## config.mk

```make
export PLATFORM = sky130hd
export DESIGN_NAME = ser_tx_dbuf
export DESIGN_NICKNAME = d
export VERILOG_FILES = /design/src/rtl/utx_pkg.sv /design/src/rtl/utx_baud_phase.sv /design/src/rtl/utx_hold_buf.sv /design/src/rtl/utx_shifter.sv /design/src/rtl/utx_irq_gen.sv /design/src/rtl/ser_tx_dbuf.sv
export SDC_FILE = /design/constraint.sdc
export NUM_CORES = 1
export LEC_CHECK = 0
export BUFFER_PORTS_ARGS = -buffer_cell sky130_fd_sc_hd__buf_2
export CELL_PAD_IN_SITES_DETAIL_PLACEMENT = 0
export CELL_PAD_IN_SITES_GLOBAL_PLACEMENT = 2
export CORE_AREA = 2 2 68 70
export DETAILED_ROUTE_END_ITERATION = 8
export DIE_AREA = 0 0 70 72
export PLACE_DENSITY = 0.83
export SLEW_MARGIN = 30
export SYNTH_ARGS = -nofsm -noshare
export SYNTH_HDL_FRONTEND = slang
export SYNTH_SLANG_ARGS = --single-unit
```

## constraint.sdc

```tcl
create_clock -name clk -period 2.94 [get_ports clk]
set_input_delay 0.441 -clock clk [delete_from_list [all_inputs] [get_ports clk]]
set_output_delay 0.441 -clock clk [all_outputs]
set_load 0.005 [all_outputs]
```

## src/rtl/utx_pkg.sv

```systemverilog
package utx_pkg;
   typedef struct packed {
      logic len8;
      logic par_en;
      logic par_odd;
      logic stop2;
   } frame_cfg_t;
endpackage

```

## src/rtl/utx_baud_phase.sv

```systemverilog
module utx_baud_phase #(
   parameter int OVS = 16
) (
   input  logic clk,
   input  logic rst_n,
   input  logic os_tick,
   output logic bit_edge
);
   generate
      if (OVS == 1) begin : g_direct
         assign bit_edge = os_tick;
      end else begin : g_count
         localparam int PH_W = $clog2(OVS);
         localparam logic [PH_W-1:0] PH_LAST = PH_W'(OVS - 1);
         logic [PH_W-1:0] phase_q;
         always_ff @(posedge clk or negedge rst_n) begin
            if (!rst_n)
               phase_q <= '0;
            else if (os_tick)
               phase_q <= (phase_q == PH_LAST) ? '0 : phase_q + 1'b1;
         end
         assign bit_edge = os_tick && (phase_q == PH_LAST);
      end
   endgenerate
endmodule

```

## src/rtl/utx_hold_buf.sv

```systemverilog
module utx_hold_buf #(
   parameter int DW = 8
) (
   input  logic          clk,
   input  logic          rst_n,
   input  logic          wr_en,
   input  logic [DW-1:0] wr_data,
   input  logic          take,
   output logic [DW-1:0] data_q,
   output logic          full_q
);
   always_ff @(posedge clk or negedge rst_n) begin
      if (!rst_n) begin
         data_q <= '0;
         full_q <= 1'b0;
      end else if (wr_en) begin
         data_q <= wr_data;
         full_q <= 1'b1;
      end else if (take) begin
         full_q <= 1'b0;
      end
   end
endmodule

```

## src/rtl/utx_shifter.sv

```systemverilog
module utx_shifter
   import utx_pkg::*;
#(
   parameter int DW = 8
) (
   input  logic          clk,
   input  logic          rst_n,
   input  logic          bit_edge,
   input  frame_cfg_t    cfg,
   input  logic          hold_full,
   input  logic [DW-1:0] hold_data,
   output logic          load,
   output logic          txd,
   output logic          shift_done
);
   localparam int FRAME_W = DW + 4;
   localparam int CNT_W   = $clog2(FRAME_W + 1);

   logic [FRAME_W-1:0] frame_q, built;
   logic [CNT_W-1:0]   left_q, nbits, flen;
   logic [DW-1:0]      mask;
   logic               par;
   logic               done_q;

   always_comb begin
      nbits = cfg.len8 ? CNT_W'(DW) : CNT_W'(DW - 1);
      mask  = '1;
      if (!cfg.len8) mask[DW-1] = 1'b0;
      par   = (^(hold_data & mask)) ^ cfg.par_odd;
      flen  = CNT_W'(1) + nbits + CNT_W'(cfg.par_en) + (cfg.stop2 ? CNT_W'(2) : CNT_W'(1));
      built = '1;
      built[0] = 1'b0;
      for (int i = 0; i < DW; i++)
         if (i < int'(nbits)) built[i+1] = hold_data[i];
      if (cfg.par_en) built[int'(nbits)+1] = par;
   end

   assign load = bit_edge && hold_full && (left_q <= CNT_W'(1));

   always_ff @(posedge clk or negedge rst_n) begin
      if (!rst_n) begin
         frame_q <= '1;
         left_q  <= '0;
         done_q  <= 1'b1;
      end else if (load) begin
         frame_q <= built;
         left_q  <= flen;
         done_q  <= 1'b0;
      end else if (bit_edge && (left_q != '0)) begin
         frame_q <= {1'b1, frame_q[FRAME_W-1:1]};
         left_q  <= left_q - 1'b1;
         if ((left_q == CNT_W'(2)) && !hold_full) done_q <= 1'b1;
      end
   end

   assign txd        = frame_q[0];
   assign shift_done = done_q;
endmodule

```

## src/rtl/utx_irq_gen.sv

```systemverilog
module utx_irq_gen (
   input  logic clk,
   input  logic rst_n,
   input  logic sel_done,
   input  logic buf_empty,
   input  logic shift_done,
   output logic irq
);
   logic empty_d, done_d, irq_q;
   always_ff @(posedge clk or negedge rst_n) begin
      if (!rst_n) begin
         empty_d <= 1'b1;
         done_d  <= 1'b1;
         irq_q   <= 1'b0;
      end else begin
         empty_d <= buf_empty;
         done_d  <= shift_done;
         irq_q   <= sel_done ? (shift_done & ~done_d) : (buf_empty & ~empty_d);
      end
   end
   assign irq = irq_q;
endmodule

```

## src/rtl/ser_tx_dbuf.sv

```systemverilog
module ser_tx_dbuf
   import utx_pkg::*;
#(
   parameter int DATA_W = 8,
   parameter int OVS    = 16
) (
   input  logic              clk,
   input  logic              rst_n,
   input  logic              os_tick,
   input  logic              cfg_len8,
   input  logic              cfg_par_en,
   input  logic              cfg_par_odd,
   input  logic              cfg_stop2,
   input  logic              cfg_irq_done,
   input  logic              wr_en,
   input  logic [DATA_W-1:0] wr_data,
   output logic              txd,
   output logic              buf_empty,
   output logic              shift_done,
   output logic              tx_irq
);
   generate
      if (DATA_W < 2) begin : g_bad_width
         $error("ser_tx_dbuf: DATA_W must be at least 2");
      end
      if (OVS < 1) begin : g_bad_ovs
         $error("ser_tx_dbuf: OVS must be at least 1");
      end
   endgenerate

   frame_cfg_t        cfg;
   logic              bit_edge, load, hold_full;
   logic [DATA_W-1:0] hold_data;

   assign cfg = '{len8: cfg_len8, par_en: cfg_par_en, par_odd: cfg_par_odd, stop2: cfg_stop2};

   utx_baud_phase #(.OVS(OVS)) u_phase (
      .clk(clk), .rst_n(rst_n), .os_tick(os_tick), .bit_edge(bit_edge)
   );

   utx_hold_buf #(.DW(DATA_W)) u_hold (
      .clk(clk), .rst_n(rst_n), .wr_en(wr_en), .wr_data(wr_data),
      .take(load), .data_q(hold_data), .full_q(hold_full)
   );

   utx_shifter #(.DW(DATA_W)) u_shift (
      .clk(clk), .rst_n(rst_n), .bit_edge(bit_edge), .cfg(cfg),
      .hold_full(hold_full), .hold_data(hold_data), .load(load),
      .txd(txd), .shift_done(shift_done)
   );

   utx_irq_gen u_irq (
      .clk(clk), .rst_n(rst_n), .sel_done(cfg_irq_done), .buf_empty(buf_empty),
      .shift_done(shift_done), .irq(tx_irq)
   );

   assign buf_empty = ~hold_full;
endmodule

```

==> results list, run 1 <==
- Clock-pin slew was measured on the worst setup and hold paths at roughly 0.07 ns.
* Clock root buffer: sky130_fd_sc_hd__clkbuf_8
* Post-synthesis sequential element count: 31
- Required time of the worst setup path: 3.11 ns
- The initial antenna violation count is 0.
- Input and output buffers added on the ports amount to 20.
* Htree depth: 2
- Per-instance average area after synthesis: about 11 µm²
- TritonCTS built the clock tree.
- Number of remaining DRC errors: 0
- Traced cell by cell, the critical path runs through inv_1 > ha_1 > o21ai_2 > or3_1 > a21oi_1 > a21oi_1 > o22a_1.
- On the critical path, the stage with the largest delay is an instance of sky130_fd_sc_hd__or3_1.
* Most used flip-flop cell after synthesis: sky130_fd_sc_hd__dfrtp_1
* Wire per inst: 13.4 µm
- Before antenna repair, the detailed router went through 4 iterations.
- Fraction of layout cells with a size suffix above 1: 0.305
- The die covers just over 5000 µm².
* Buffer levels on the longest clock path: 2
* RePlAce Congestion: 0.784
- The floorplan has 24 rows.
- Summed over all cells, the static leakage comes to about 0.83 nW.
- Of the synthesized area, sequential elements account for 0.490.
* Area growth from synthesis to layout: 14.6%
- Reg area: 792 µm²
- The number of pins with negative max-slew slack in the final report came to 0.
* Clock skew after layout: ~0.0017 ns
- Chip Height: 72 µm
* Via count of the first global-routing pass: 1145
* WHS: 0.198 ns
- Gr ovfl total: 0
- Power density normalized to cell area: 912 nW/µm²
- Via count: 1125
- The count of final hold-check violations was 0.
* Largest net degree at the start of global routing: 32
- After synthesis, the netlist uses 37 different library cells.
- Clock insertion delay at the later pin of the skew report: roughly 0.28 ns
- Once detailed placement completed, the half-perimeter wirelength came to 2.21 mm.
- Buffers inserted during clock tree synthesis total 5.
* RSZ-0062 raised after global routing: no
- Summing internal, switching and leakage power gives 1.69 mW.
- The first global-routing pass estimated 5.20 mm of wire.
- Number of nets still failing antenna checks after routing: 0
* Result of the run: finished clean
* Cell repeated most along the worst path: sky130_fd_sc_hd__a21oi_1
- The initial utilization of the core area, before any placement, comes to 0.379.
* Number of hold buffers added after cts: 0
* Setup violators final: 0
* Number of synthesis warnings: 0
- Kind of critical path: register to register
* Largest delay share family, worst path: compound AO/OA/AOI/OAI gates
- Final worst path period share: 0.690
* Longest individual stage delay on the worst path: approximately 0.55 ns
* Top library cells by usage in the layout, fill and taps aside: sky130_fd_sc_hd__nand2_1, sky130_fd_sc_hd__buf_2, sky130_fd_sc_hd__dfrtp_1, sky130_fd_sc_hd__nor2_1, sky130_fd_sc_hd__dfstp_2
* Final non-filler cell total: 226
* Number of inserted diodes: 0
- Counting flops with an async set or reset pin after synthesis yields a share of 1.00.
- In the global route stage, overall resource usage came out at 0.135.
* Syn Inst Count: 151
- After detailed routing, the total wire length is 3.02 mm.
* Syn Std Cell Area: about 1600 µm²
- In this run, the number of DRC markers left after iteration 0 of detailed routing was 66.
* Boundary Pins: 21
- The clock net in this run drives a total of 31 sinks.
- Worst slew margin relative to its limit: 0.544
* Signal arrival time at the worst endpoint: between 2 and 2.5 ns
- Cell Count Post-Placement: 218
* Synthesized netlist net count: ~180
- CP Capture Type: register
* Area of the placeable core: 4260 µm²
* Worst Max-Slew Pin Slew: 0.684 ns
* Final layout net count: 200
- Measured along the x axis, the die boundary spans 70 µm.
- Via-per-instance ratio: 4.98
- Post-cts repair resize count: 0
* Fill cell instance count of the final layout: 412
- Highest fanout seen on the critical path: 14
- Across the run, the number of max-cap violations was 0.
* Total negative setup slack: 0 ns
- Area taken by multi-input logic gates: 752 µm²
- The worst path in the final design needs a cycle of 2.03 ns, including I/O delays and setup.
- Based on the critical path, the design can be clocked at up to 0.493 GHz.
- In this run, synthesis inferred 0 flip-flops with an integrated enable.
- The worst hold path belongs to the class input pin to asynchronous set/reset pin.
* Bufs and invs on worst path: 1
* Post-CTS Setup Inserts: 0
- STA classifies the critical path startpoint as a register.
* VDD IR-drop max: 0.342 mV
registers in the layout (all words and copies together), names as in the netlist:
name and cells:
u_shift.left_q 4, u_shift.shift_done 1, u_shift.frame_q 10, u_phase.g_count.phase_q 4, u_hold.full_q 1, u_irq.empty_d 1
u_irq.done_d 1, u_hold.data_q 8, u_irq.irq 1
power breakdown:
group	switching [mW]	internal, mW	leakage (nW)
combinational	0.326	0.247	0.428
clock	0.159	0.253	0.0524
sequential	0.101	0.603	0.349
final timing paths:
kind                                                startpoint                        endpoint  slack [ns]  depth (start not counted)
worst max-delay path             u_shift.left_q[0]$_DFFE_PN0P_   u_shift.left_q[2]$_DFFE_PN0P_        0.91                          7
worst min-delay path                                     rst_n   u_shift.left_q[3]$_DFFE_PN0P_        0.20                          1
worst max register to register   u_shift.left_q[0]$_DFFE_PN0P_   u_shift.left_q[2]$_DFFE_PN0P_        0.91                          7
worst min register to register  u_shift.shift_done$_DFFE_PN1P_          u_irq.done_d$_DFF_PN1_        0.39                          0
max in group asynchronous                                rst_n    u_hold.data_q[0]$_DFFE_PN0P_        2.30                          1
min in group clk                                      cfg_len8  u_shift.frame_q[9]$_DFFE_PN1P_        0.33                          2
through the flow:
stage	area, µm²	utilization	setup WS (ns)
5_1_grt	1850	0.435	0.787
6_report	1850	0.435	0.911
4_1_cts	1850	0.435	0.913
3_3_place_gp	1750	0.410	0.910
3_5_place_dp	1750	0.410	0.910
2_1_floorplan	1620	-	1.17
logic make-up (layout without fill, tap and decap cells):
| group | after synthesis | in the layout | synth area share |
|---|---|---|---|
| AND/OR/NAND/NOR | 46 | 46 | 0.121 |
| adder cells (fa/ha/maj) | 10 | 10 | 0.0774 |
| flip-flops | 31 | 31 | 0.490 |
| XOR/XNOR | 10 | 10 | 0.0627 |
| AO/OA/AOI/OAI | 30 | 30 | 0.135 |
| multiplexers | 10 | 10 | 0.0689 |
| buffers and inverters | 14 | 37 | 0.0449 |
layer usage:
metal	routed length, µm	GRT usage	vias up
li1	-	-	564
met1	1450	0.156	535
met2	1370	0.228	20
met3	137	0.0472	6
met4	57	0.0577	0
met5	0	0	-
cells in the mapped netlist, types with 2 or more instances:
cell / instances / area, µm²
sky130_fd_sc_hd__nor3_1: 2 / 10.0
sky130_fd_sc_hd__inv_1: 8 / 30.0
sky130_fd_sc_hd__and2_1: 2 / 12.5
sky130_fd_sc_hd__nand3_1: 3 / 15.0
sky130_fd_sc_hd__o22a_1: 2 / 17.5
sky130_fd_sc_hd__xor2_1: 2 / 17.5
sky130_fd_sc_hd__xnor2_1: 7 / 61.3
sky130_fd_sc_hd__mux2_2: 9 / 101
sky130_fd_sc_hd__clkbuf_1: 2 / 7.51
sky130_fd_sc_hd__dfstp_2: 13 / 342
sky130_fd_sc_hd__nand4_1: 2 / 12.5
sky130_fd_sc_hd__ha_1: 10 / 125
sky130_fd_sc_hd__dfrtp_1: 18 / 450
sky130_fd_sc_hd__a21oi_1: 4 / 20.0
sky130_fd_sc_hd__o21ai_0: 3 / 15.0
sky130_fd_sc_hd__buf_6: 2 / 22.5
sky130_fd_sc_hd__nand2_1: 20 / 75.1
sky130_fd_sc_hd__o211ai_1: 2 / 15.0
sky130_fd_sc_hd__a31oi_1: 8 / 50.1
sky130_fd_sc_hd__nor2_1: 15 / 56.3
layout make-up:
cell class                      instances  share of cell area
Sequential cell                        31               0.427
Multi-Input combinational cell        106               0.406
Timing Repair Buffer                   21              0.0581
Clock buffer                            7              0.0412
Tap cell                               52              0.0351
Clock inverter                          1              0.0162
Inverter                                8              0.0162
(Power assumes the default switching activity.)
==> run 2, diff against run 1 <==
Settings changed: CORE_AREA 2 2 68 70 to 2 2 73 75, DIE_AREA 0 0 70 72 to 0 0 75 77, PLACE_DENSITY 0.83 to 0.76.
Clock period 2.94 ns to 1.85 ns, I/O delays scaled along.
==> run 2 against run 1 <==
  * First-iteration DRC count is 7.6% lower
  * Combinational power is 76% higher
  * Final area is 3.4% higher
  * Sequential share of layout area is 1.4 points lower
  * Maximum frequency is 17% higher
  * Largest power group unchanged
  * Highest routed layer unchanged
==> results list, run 2 (same netlist as run 1, synthesis figures left out) <==
* Result of the run: finished clean
- The number of fill cells in the layout came to 485 (+18%).
- Total power of the final layout: 2.63 mW (+56%)
- Worst Max-Slew Pin Slew: 0.686 ns (+0.00225 ns)
- The largest vdd supply drop was 0.551 mV (+61%).
* Power density normalized to cell area: 1370 nW/µm² (+51%)
* Area of the placeable core: 4980 µm² (+17%)
- The residual overflow from global routing is 0 (unchanged).
- The max-slew headroom at the worst pin is 0.543 (-0.00150).
- Buffers added on ports: 20 (unchanged)
* Signal arrival time at the worst endpoint: 1.94 ns (-0.26 ns)
* Maximum frequency from static timing analysis: 0.575 GHz (+17%)
- The largest net degree at the start of global routing is 32 (unchanged).
* Leakage power summed over all cells: 0.848 nW (+2.2%)
- The final worst setup slack came to 0.111 ns (-0.800 ns).
- The height of the chip is 77 µm (+6.9%).
* Minimum clock period after layout: 1.74 ns (-0.290 ns)
- The proportion of layout cells with a drive suffix above 1 is 0.344 (+0.0398).
- Number of remaining DRC errors: 0 (unchanged)
- Cell row count: 26 (+8.3%)
* Dpl ws: 0.0454 ns (-0.864 ns)
* Area growth from synthesis to layout: 18.5%
- The wire length reported by the detailed router came to 3.19 mm (+5.7%).
- The die span in x came to 75 µm (+7.1%).
* Number of inserted diodes: 0 (unchanged)
- Number of hold buffers added after cts: 0 (unchanged)
- u_shift.frame_q holds more flip-flops than any other register.
- Number of nets still failing antenna checks after routing: 0 (unchanged)
* RePlAce Congestion: 0.840 (+7.1%)
* CP Capture Type: register
- The area used by multi-input combinational logic came to 759 µm² (+1.0%).
- Highest fanout seen on the critical path: 4 (-10)
- Setup violators final: 0 (unchanged)
- The initial antenna violation count came to 0 (unchanged).
* GRT Total Usage: 0.128 (-0.00687)
- Top library cells by usage in the layout, fill and taps aside: sky130_fd_sc_hd__nand2_1, sky130_fd_sc_hd__buf_2, sky130_fd_sc_hd__dfrtp_1, sky130_fd_sc_hd__nor2_1, sky130_fd_sc_hd__dfstp_2
* HPWL Detailed: 2.42 mm (+9.6%)
* Required time of the worst setup path: 2.05 ns (-1.06 ns)
- The wire length of the first global-routing pass came to 5.62 mm (+8.1%).
- Final slew viol count: 0 (unchanged)
- The length of the first detailed-routing pass in iterations came to 4 (unchanged).
- Htree depth: 2 (unchanged)
* CTS tree: yes
- Clock root buffer: sky130_fd_sc_hd__clkbuf_8
* Kind of critical path: register to register
* Via-per-instance ratio: 4.60 (-7.5%)
- The overall via count from detail_route was 1151 (+2.3%).
- Die area: 5780 µm² (+15%)
- Clock skew after layout: 0.00254 ns (+0.000876 ns)
- Clock sink count: 31 (unchanged)
* Clk slew on worst S/H paths: 0.06 ns (about the same)
* Registers with the most flip-flops: u_shift.frame_q (10), u_hold.data_q (8)
- The buffer depth of the longest clock path is 2 (unchanged).
- Via count of the first global-routing pass: 1245 (+8.7%)
* Final worst path period share: 0.940 (+0.250)
- The iteration-0 DRC count of the detailed router is 61 (-7.6%).
* Reg area: 792 µm² (unchanged)
* Effective utilization at floorplan: 0.325 (-0.0543)
- Boundary Pins: 21 (unchanged)
* Final layout net count: 206 (+3.0%)
* Clock insertion delay at the later pin of the skew report: 0.28 ns (about the same)
* Wire per inst: 12.8 µm (-4.5%)
- Number of buffers added by the clock tree synthesis step: 5 (unchanged)
- Category of the worst setup path launch point: register
- Hold crit path type: input pin to asynchronous set/reset pin
- Endpoints failing hold: 0 (unchanged)
- The number of flip-flops under the largest register name came to 10 (unchanged).
- Max-cap viol count: 0 (unchanged)
run 2: report_power, final:
part | total [mW] | internal, mW | switching, mW
Sequential | 1.12 | 0.958 | 0.164
Clock | 0.501 | 0.263 | 0.238
Combinational | 1.01 | 0.467 | 0.542
Total | 2.63 | 1.69 | 0.944
run 2: layer usage:
metal	part of all wire	global-route usage	vias up
li1	-	-	581
met1	0.43	0.152	541
met2	0.51	0.210	21
met3	0.045	0.0381	8
met4	0.014	0.0518	0
met5	0	0	-
run 2: final cells by class:
cell class                 instances  area share
inverter                           8      0.0157
timing repair buffer              27      0.0862
sequential                        31       0.413
multi-input combinational        106       0.396
clock inverter                     1     0.00261
clock buffer                       7      0.0398
tap                               70      0.0457
run 2: worst paths after layout:
check	from	end	slack [ns]	cells past startpoint
hold / removal	rst_n	u_irq.irq$_DFF_PN0_	0.04	1
hold reg to reg	u_shift.shift_done$_DFFE_PN1P_	u_irq.done_d$_DFF_PN1_	0.39	0
setup reg to reg	u_shift.left_q[0]$_DFFE_PN0P_	u_shift.frame_q[8]$_DFFE_PN1P_	0.11	8
max in group asynchronous	rst_n	u_shift.left_q[1]$_DFFE_PN0P_	1.36	1
setup / recovery	u_shift.left_q[0]$_DFFE_PN0P_	u_shift.frame_q[8]$_DFFE_PN1P_	0.11	8
min in group clk	cfg_irq_done	u_irq.irq$_DFF_PN0_	0.19	2
run 2: through the flow:
step	hold WS [ns]	setup TNS [ns]	util	cell area (µm²)	instances
3_3_place_gp	0.346	0	0.367	1830	242
6_report	0.0362	0	0.385	1920	250
5_1_grt	0.0891	-0.0127	0.385	1920	250
3_5_place_dp	0.365	0	0.367	1830	242
4_1_cts	0.0633	0	0.383	1910	250
2_1_floorplan	-0.0181	0	-	1620	151
run 2: what timing repair did:
action | 4_1_cts | 5_1_grt
endpoints found under the hold margin | 0 | 0
buffers inserted | 0 | 0
setup endpoints to repair | 0 | 3
resized for setup | 0 | 3
run 2: critical path, stage by stage, from the launching register on:
cell and delay, ns:
sky130_fd_sc_hd__dfrtp_1 0.41, sky130_fd_sc_hd__inv_1 0.10, sky130_fd_sc_hd__ha_2 0.21, sky130_fd_sc_hd__o21ai_2 0.11
sky130_fd_sc_hd__or3_4 0.36, sky130_fd_sc_hd__buf_4 0.16, sky130_fd_sc_hd__mux2i_1 0.11, sky130_fd_sc_hd__o22ai_1 0.14
sky130_fd_sc_hd__o21ai_1 0.09
